$ cat config.mk
export PLATFORM = sky130hd
export DESIGN_NAME = bwx_engine
export DESIGN_NICKNAME = d
export VERILOG_FILES = /design/src/rtl/bwx_pkg.sv /design/src/rtl/bwx_regs.sv /design/src/rtl/bwx_chan.sv /design/src/rtl/bwx_arb.sv /design/src/rtl/bwx_engine.sv
export SDC_FILE = /design/constraint.sdc
export NUM_CORES = 2
export LEC_CHECK = 0
export BUFFER_PORTS_ARGS = -buffer_cell sky130_fd_sc_hd__buf_2
export CORE_MARGIN = 2
export CORE_UTILIZATION = 43
export DETAILED_ROUTE_END_ITERATION = 8
export PLACE_DENSITY_LB_ADDON = 0.08
export SLEW_MARGIN = 20
export SYNTH_ARGS = -nofsm -noshare
export SYNTH_HDL_FRONTEND = slang
export SYNTH_SLANG_ARGS = --single-unit
$ cat constraint.sdc
create_clock -name clk -period 4.6 [get_ports clk]
set_input_delay 0.46 -clock clk [delete_from_list [all_inputs] [get_ports clk]]
set_output_delay 0.46 -clock clk [all_outputs]
set_load 0.01 [all_outputs]
$ cat src/rtl/bwx_pkg.sv
// Shared register indices and channel configuration type for the exerciser.
package bwx_pkg;
    localparam int REG_AW = 4;

    localparam logic [REG_AW-1:0] RA_CTRL     = 4'd0;
    localparam logic [REG_AW-1:0] RA_RD_BASE  = 4'd1;
    localparam logic [REG_AW-1:0] RA_RD_CNT   = 4'd2;
    localparam logic [REG_AW-1:0] RA_RD_LEN   = 4'd3;
    localparam logic [REG_AW-1:0] RA_WR_BASE  = 4'd4;
    localparam logic [REG_AW-1:0] RA_WR_CNT   = 4'd5;
    localparam logic [REG_AW-1:0] RA_WR_LEN   = 4'd6;
    localparam logic [REG_AW-1:0] RA_REGION   = 4'd7;
    localparam logic [REG_AW-1:0] RA_STATUS   = 4'd8;
    localparam logic [REG_AW-1:0] RA_RD_DONE  = 4'd9;
    localparam logic [REG_AW-1:0] RA_WR_DONE  = 4'd10;
    localparam logic [REG_AW-1:0] RA_CYCLES   = 4'd11;
    localparam logic [REG_AW-1:0] RA_MISMATCH = 4'd12;

    // Control word bit positions
    localparam int CB_RD_EN   = 0;
    localparam int CB_WR_EN   = 1;
    localparam int CB_RD_LOOP = 2;
    localparam int CB_WR_LOOP = 3;
    localparam int CB_CLEAR   = 4;

    typedef struct packed {
        logic        en;
        logic        loop;
        logic [31:0] base;
        logic [31:0] count;
    } chan_cfg_t;
endpackage

$ cat src/rtl/bwx_regs.sv
// Register file: holds the channel configuration and the region size, and
// decodes the clear strobe. It also multiplexes status and counters for
// polling reads.
// Assumes single-cycle writes and a combinational read on reg_addr.
module bwx_regs
    import bwx_pkg::*;
#(
    parameter int LEN_W = 8
) (
    input  logic              clk,
    input  logic              rst_n,
    input  logic              reg_wr,
    input  logic [REG_AW-1:0] reg_addr,
    input  logic [31:0]       reg_wdata,
    output logic [31:0]       reg_rdata,
    output chan_cfg_t         cfg_rd,
    output chan_cfg_t         cfg_wr,
    output logic [LEN_W-1:0]  len_rd,
    output logic [LEN_W-1:0]  len_wr,
    output logic [31:0]       region,
    output logic              clr,
    input  logic [1:0]        busy,
    input  logic [31:0]       rd_done,
    input  logic [31:0]       wr_done,
    input  logic [31:0]       cycles,
    input  logic [31:0]       mismatch
);
    localparam int PAD_W = 32 - LEN_W;

    // Clear strobe: a control write with the clear bit set
    assign clr = reg_wr && (reg_addr == RA_CTRL) && reg_wdata[CB_CLEAR];

    // Configuration storage, updated by register writes
    always_ff @(posedge clk) begin
        if (!rst_n) begin
            cfg_rd <= '0;
            cfg_wr <= '0;
            len_rd <= '0;
            len_wr <= '0;
            region <= '0;
        end else if (reg_wr) begin
            case (reg_addr)
                RA_CTRL: begin
                    cfg_rd.en   <= reg_wdata[CB_RD_EN];
                    cfg_wr.en   <= reg_wdata[CB_WR_EN];
                    cfg_rd.loop <= reg_wdata[CB_RD_LOOP];
                    cfg_wr.loop <= reg_wdata[CB_WR_LOOP];
                end
                RA_RD_BASE: cfg_rd.base  <= reg_wdata;
                RA_RD_CNT:  cfg_rd.count <= reg_wdata;
                RA_RD_LEN:  len_rd       <= reg_wdata[LEN_W-1:0];
                RA_WR_BASE: cfg_wr.base  <= reg_wdata;
                RA_WR_CNT:  cfg_wr.count <= reg_wdata;
                RA_WR_LEN:  len_wr       <= reg_wdata[LEN_W-1:0];
                RA_REGION:  region       <= reg_wdata;
                default: ;
            endcase
        end
    end

    // Read multiplexer for polling
    always_comb begin
        case (reg_addr)
            RA_CTRL:     reg_rdata = {28'd0, cfg_wr.loop, cfg_rd.loop, cfg_wr.en, cfg_rd.en};
            RA_RD_BASE:  reg_rdata = cfg_rd.base;
            RA_RD_CNT:   reg_rdata = cfg_rd.count;
            RA_RD_LEN:   reg_rdata = {{PAD_W{1'b0}}, len_rd};
            RA_WR_BASE:  reg_rdata = cfg_wr.base;
            RA_WR_CNT:   reg_rdata = cfg_wr.count;
            RA_WR_LEN:   reg_rdata = {{PAD_W{1'b0}}, len_wr};
            RA_REGION:   reg_rdata = region;
            RA_STATUS:   reg_rdata = {30'd0, busy};
            RA_RD_DONE:  reg_rdata = rd_done;
            RA_WR_DONE:  reg_rdata = wr_done;
            RA_CYCLES:   reg_rdata = cycles;
            RA_MISMATCH: reg_rdata = mismatch;
            default:     reg_rdata = '0;
        endcase
    end
endmodule

$ cat src/rtl/bwx_chan.sv
// Channel sequencer: decides whether the channel has another burst to issue
// and computes that burst's start address inside the wrapping region. It also
// counts completed bursts.
// Assumes burst_done pulses for one cycle at the last beat of its own burst.
module bwx_chan
    import bwx_pkg::*;
#(
    parameter int LEN_W = 8,
    parameter int BYTES = 8
) (
    input  logic             clk,
    input  logic             rst_n,
    input  logic             clr,
    input  chan_cfg_t        cfg,
    input  logic [LEN_W-1:0] len,
    input  logic [31:0]      region,
    input  logic             burst_done,
    output logic             pending,
    output logic [31:0]      burst_addr,
    output logic [LEN_W-1:0] beats,
    output logic [31:0]      done_cnt
);
    logic [31:0] offset;
    logic [31:0] step;
    logic [31:0] next_off;

    assign beats      = (len == '0) ? LEN_W'(1) : len;
    assign step       = 32'(beats) * 32'(BYTES);
    assign next_off   = offset + step;
    assign pending    = cfg.en && (cfg.loop || (done_cnt < cfg.count));
    assign burst_addr = cfg.base + offset;

    // Offset advance with region wrap, and completed-burst count
    always_ff @(posedge clk) begin
        if (!rst_n || clr) begin
            offset   <= '0;
            done_cnt <= '0;
        end else if (burst_done) begin
            offset   <= (next_off >= region) ? 32'd0 : next_off;
            done_cnt <= done_cnt + 32'd1;
        end
    end
endmodule

$ cat src/rtl/bwx_arb.sv
// Two-way round-robin arbiter: a lone requester wins; when both request, the
// one that did not win last time is granted. Index 0 wins first after reset.
// Assumes take is raised only in a cycle where the grant is consumed.
module bwx_arb (
    input  logic       clk,
    input  logic       rst_n,
    input  logic [1:0] req,
    input  logic       take,
    output logic [1:0] gnt
);
    logic last;

    // Grant selection
    always_comb begin
        if (req == 2'b11) gnt = last ? 2'b01 : 2'b10;
        else              gnt = req;
    end

    // Remember the most recent winner
    always_ff @(posedge clk) begin
        if (!rst_n)    last <= 1'b1;
        else if (take) last <= gnt[1];
    end
endmodule

$ cat src/rtl/bwx_engine.sv
// Bus bandwidth exerciser top: arbitrates the read and write sequencers onto
// one burst master and generates the address pattern for write beats. It
// checks read beats against that pattern and counts busy cycles.
// Assumes DATA_W is 32 or 64 and one burst is outstanding at a time.
module bwx_engine
    import bwx_pkg::*;
#(
    parameter int DATA_W = 64,
    parameter int LEN_W  = 8
) (
    input  logic              clk,
    input  logic              rst_n,
    input  logic              reg_wr,
    input  logic [REG_AW-1:0] reg_addr,
    input  logic [31:0]       reg_wdata,
    output logic [31:0]       reg_rdata,
    output logic              bus_cmd_valid,
    input  logic              bus_cmd_ready,
    output logic              bus_cmd_write,
    output logic [31:0]       bus_cmd_addr,
    output logic [LEN_W-1:0]  bus_cmd_beats,
    output logic              bus_wvalid,
    input  logic              bus_wready,
    output logic [DATA_W-1:0] bus_wdata,
    input  logic              bus_rvalid,
    input  logic [DATA_W-1:0] bus_rdata
);
    localparam int BYTES = DATA_W / 8;
    localparam int LANES = DATA_W / 32;

    typedef enum logic [1:0] {ST_IDLE, ST_CMD, ST_DATA} st_e;

    chan_cfg_t         cfg_rd, cfg_wr;
    chan_cfg_t         ch_cfg   [2];
    logic [LEN_W-1:0]  len_rd, len_wr;
    logic [LEN_W-1:0]  ch_len   [2];
    logic [31:0]       ch_addr  [2];
    logic [LEN_W-1:0]  ch_beats [2];
    logic [31:0]       ch_done  [2];
    logic [1:0]        pend, gnt, done_pulse, busy;
    logic [31:0]       region, cyc_cnt, mism_cnt;
    logic              clr;

    st_e               state;
    logic              sel_wr;
    logic [31:0]       beat_addr;
    logic [LEN_W-1:0]  left;
    logic [DATA_W-1:0] pattern;
    logic              take, beat, last_beat;

    assign ch_cfg[0] = cfg_rd;
    assign ch_cfg[1] = cfg_wr;
    assign ch_len[0] = len_rd;
    assign ch_len[1] = len_wr;

    bwx_regs #(.LEN_W(LEN_W)) i_regs (
        .clk(clk), .rst_n(rst_n), .reg_wr(reg_wr), .reg_addr(reg_addr),
        .reg_wdata(reg_wdata), .reg_rdata(reg_rdata),
        .cfg_rd(cfg_rd), .cfg_wr(cfg_wr), .len_rd(len_rd), .len_wr(len_wr),
        .region(region), .clr(clr), .busy(busy),
        .rd_done(ch_done[0]), .wr_done(ch_done[1]),
        .cycles(cyc_cnt), .mismatch(mism_cnt)
    );

    // Channel 0 is the read sequencer, channel 1 the write sequencer
    for (genvar c = 0; c < 2; c++) begin : g_chan
        bwx_chan #(.LEN_W(LEN_W), .BYTES(BYTES)) i_chan (
            .clk(clk), .rst_n(rst_n), .clr(clr), .cfg(ch_cfg[c]),
            .len(ch_len[c]), .region(region), .burst_done(done_pulse[c]),
            .pending(pend[c]), .burst_addr(ch_addr[c]),
            .beats(ch_beats[c]), .done_cnt(ch_done[c])
        );
    end

    bwx_arb i_arb (
        .clk(clk), .rst_n(rst_n), .req(pend), .take(take), .gnt(gnt)
    );

    // Address-derived pattern: lane j holds beat address + 4j
    for (genvar j = 0; j < LANES; j++) begin : g_lane
        assign pattern[32*j +: 32] = beat_addr + 32'(4 * j);
    end

    assign take       = (state == ST_IDLE) && (gnt != 2'b00);
    assign beat       = (state == ST_DATA) && (sel_wr ? bus_wready : bus_rvalid);
    assign last_beat  = beat && (left == LEN_W'(1));
    assign done_pulse = {last_beat && sel_wr, last_beat && !sel_wr};
    assign busy       = {pend[1] || ((state != ST_IDLE) && sel_wr),
                         pend[0] || ((state != ST_IDLE) && !sel_wr)};

    assign bus_cmd_valid = (state == ST_CMD);
    assign bus_cmd_write = sel_wr;
    assign bus_wvalid    = (state == ST_DATA) && sel_wr;
    assign bus_wdata     = pattern;

    // Burst sequencing: pick a channel, offer the command, move the beats
    always_ff @(posedge clk) begin
        if (!rst_n) begin
            state         <= ST_IDLE;
            sel_wr        <= 1'b0;
            bus_cmd_addr  <= '0;
            bus_cmd_beats <= '0;
            beat_addr     <= '0;
            left          <= '0;
        end else begin
            case (state)
                ST_IDLE: if (take) begin
                    sel_wr        <= gnt[1];
                    bus_cmd_addr  <= gnt[1] ? ch_addr[1] : ch_addr[0];
                    bus_cmd_beats <= gnt[1] ? ch_beats[1] : ch_beats[0];
                    state         <= ST_CMD;
                end
                ST_CMD: if (bus_cmd_ready) begin
                    beat_addr <= bus_cmd_addr;
                    left      <= bus_cmd_beats;
                    state     <= ST_DATA;
                end
                ST_DATA: if (beat) begin
                    beat_addr <= beat_addr + 32'(BYTES);
                    left      <= left - LEN_W'(1);
                    if (left == LEN_W'(1)) state <= ST_IDLE;
                end
                default: state <= ST_IDLE;
            endcase
        end
    end

    // Read data check against the expected pattern
    always_ff @(posedge clk) begin
        if (!rst_n || clr)                                  mism_cnt <= '0;
        else if (beat && !sel_wr && (bus_rdata != pattern)) mism_cnt <= mism_cnt + 32'd1;
    end

    // Elapsed-cycle counter, running while any channel is busy
    always_ff @(posedge clk) begin
        if (!rst_n || clr)    cyc_cnt <= '0;
        else if (busy != '0) cyc_cnt <= cyc_cnt + 32'd1;
    end
endmodule

==> results.yml <==
sta:
  slew_headroom: 0.267
  worstMarginPinSlew_ps: 1090
  finClkSkew_ps: 35.1
  rsz0062_at_grt: "true"
  fin_crit_sh: 1.06
  slew_viol_final: 0
  tns_ps: -6550
  setup_viol: 57
  fin_crit_ps: 4900
  holdWs_ps: 56.7
  hold_viol: 0
  fin_ws_ps: -295
  max_freq_mhz: 204
grt:
  grt_use_total: 0.312
  grt_overflow: 0
  antenna_found_initial: 2
  grt_max_degree: 116
  grt_pass1_wl_mm: 168
  grt_pass1_vias: 26713
die:
  die_x_um: 263
  core_sq_mm: 0.0660
  start_util: 0.436
  io_pins: 245
  die-area_sq_mm: 0.0691
  die_y_um: 263
  rows: 94
min_path:
  min_path_type: "in -> reg"
placement:
  io_buffers: 244
  dpl_cell_area_sq_mm: 0.0313
  dp_hpwl_mm: 83.5
  gp_congestion: 0.933
synthesis:
  yosysSeqAreaShare: 0.313
  yosys.area.top_type: "dfxtp_1"
  synth-main-ff-cell: "dfxtp_1"
  yosys_warnings: 0
  ys_ff_latch: 450
  postSynthCellCount: 3699
  avgSynthCellArea_sq_um: 7.79
  synth_area_leaders: "dfxtp_1 (31%), ha_1 (8.7%), nand2_1 (8.1%)"
  synth.distinct_cells: 92
  synth_area_sq_mm: 0.0288
  synth_edf_count: 0
  syn_nets: 4007
  synthArstFlopShare: 0
  netlist.area_leader.share: 0.313
critical_path:
  max_stage_delay_ps: 440
  critPathArrivalTime_ps: 5420
  crit_path_frequent_cell: "buf_4"
  path_buf_inv: 11
  cp-start-kind: "flip-flop"
  path_max_fanout: 3
  worst_path_max_delay_cell: "or4b_1"
  worstSetupEndpointType: "flip-flop"
  criticalPathCategory: "reg -> reg"
  required_ps: 5130
  cp_top_family: "compound AO/OA/AOI/OAI gates"
clock_network:
  path_clk_slew_ps: 60
  htreeDepth: 2
  cts_buffers: 53
  cts_num_sinks: 450
  cts_tree: "done"
  cts_root_buffer: "clkbuf_16"
  clockBufferDepth: 3
  clk-insertion-delay-late_ps: 620
  cts_hold_buf: 0
run_status:
  status: "complete, but fails checks"
  violations: "setup timing"
pwr:
  p_per_area_mw_per_mm2: 262
  leakagePower_uw: 0.0136
  vdd_drop_max_mv: 0.276
route:
  antenna_left: 0
  routed_via_density: 5.94
  drc: 0
  totalWireLength_mm: 112
  vias: 28758
  wl_per_cell_um: 23.1
  dr.first_iter.drc_count: 2846
  dr.pass1.iters: 5
layout:
  postLayoutCoreUtil: 0.510
  area_delta_synth_final_pct: 16.9
  drive_gt1_frac: 0.158
  nets: 4242
  final_cell_mix: "nand2_1 (617), dfxtp_1 (447), a21oi_1 (363), buf_2 (244), nor2_1 (227)"
  final_common_cell: "nand2_1"
  fin_area_sq_mm: 0.0337
run:
  drv_cap: 0
metrics by stage:
step | std cells | total power, uW | worst slack (ps)
floorplan | 3699 | 4330 | 1.64
global placement | 4708 | 4590 | -552
detailed placement | 4708 | 4590 | -609
CTS | 4825 | 8840 | -250
global route | 4838 | 9070 | -503
finish | 4838 | 8830 | -295
kinds of logic after synthesis:
family          Yosys count  share of synthesized area
simple gates           1417                      0.237
compound gates          977                      0.221
buf+inv                 377                     0.0528
xor+xnor                235                     0.0742
mux                      41                     0.0143
fa+ha+maj               202                     0.0883
flops                   450                      0.313
worst register-to-register path, delay by kind of cell, from the launching register on:
kind / cells / cell delay, ps
buffers and inverters: 11 / 1030
and+or+nand+nor: 5 / 1180
DFF: 1 / 330
adders and majority gates: 3 / 770
AOI/OAI and AO/OA: 10 / 1500
synth_stat cells (24+ instances only):
master	instances
nand2_1	620
dfxtp_1	450
a21oi_1	372
nor2_1	237
ha_1	200
clkbuf_1	179
inv_1	145
nand3_1	140
xor2_1	133
o21ai_0	132
xnor2_1	96
a22oi_1	61
nand4_1	58
and3_1	52
a22o_1	51
nor3_1	51
nand2b_1	43
mux2i_1	40
a31oi_1	39
or3_1	39
a21o_1	35
o211ai_1	32
a222oi_1	31
a221oi_1	29
and2_1	29
nor4_1	24
sequential cells by signal, summed over array words and instances, names as in the netlist, 2 cells and up:
name                    count
mism_cnt                   32
g_chan.i_chan.offset       58
left                        8
bus_cmd_beats               8
bus_cmd_addr               32
i_regs.cfg_wr              66
g_chan.i_chan.done_cnt     64
state                       2
i_regs.len_rd               8
i_regs.cfg_rd              66
beat_addr                  32
i_regs.region              32
cyc_cnt                    32
i_regs.len_wr               8
path summary, 6_finish.rpt:
path,slack [ps],depth (start not counted),start,end
max reg2reg,-300,29,i_regs.len_wr[6]$_SDFFE_PN0P_,g_chan[1].i_chan.offset[30]$_SDFFE_PP0P_
max,-300,29,i_regs.len_wr[6]$_SDFFE_PN0P_,g_chan[1].i_chan.offset[30]$_SDFFE_PP0P_
min reg2reg,470,2,i_regs.cfg_wr[19]$_SDFFE_PN0P_,i_regs.cfg_wr[19]$_SDFFE_PN0P_
min,60,2,bus_cmd_ready,state[0]$_SDFFE_PN0P_
what timing repair did:
| item | 4_1_cts | 5_1_grt |
|---|---|---|
| pin swaps | 37 | 28 |
| setup endpoints to repair | 58 | 58 |
| resized for setup | 74 | 25 |
| setup buffers | 22 | 11 |
| gates cloned | 2 | 1 |
metal layers:
layer,track usage,wire length (um),up-vias
met4,0.130,5000,0
li1,-,-,13786
met3,0.0404,7420,236
met2,0.507,50900,1078
met1,0.417,48400,13658
met5,0,0,-
where the power goes:
group	total, uW	leakage, uW	switching [uW]	internal (uW)
clock	4270	0.000842	1840	2430
combinational	597	0.00910	394	203
sequential	3970	0.00363	42.8	3930
area by class of cell:
type,count,area (sq um)
diodes,2,5.00
clock buffers,78,1540
clock inverters,15,155
fillers,6518,32300
inverters,147,559
multi-input cells,2872,18700
flip-flops and latches,450,9010
well taps,864,1080
repair buffers,410,2580
(Power assumes the default switching activity.)
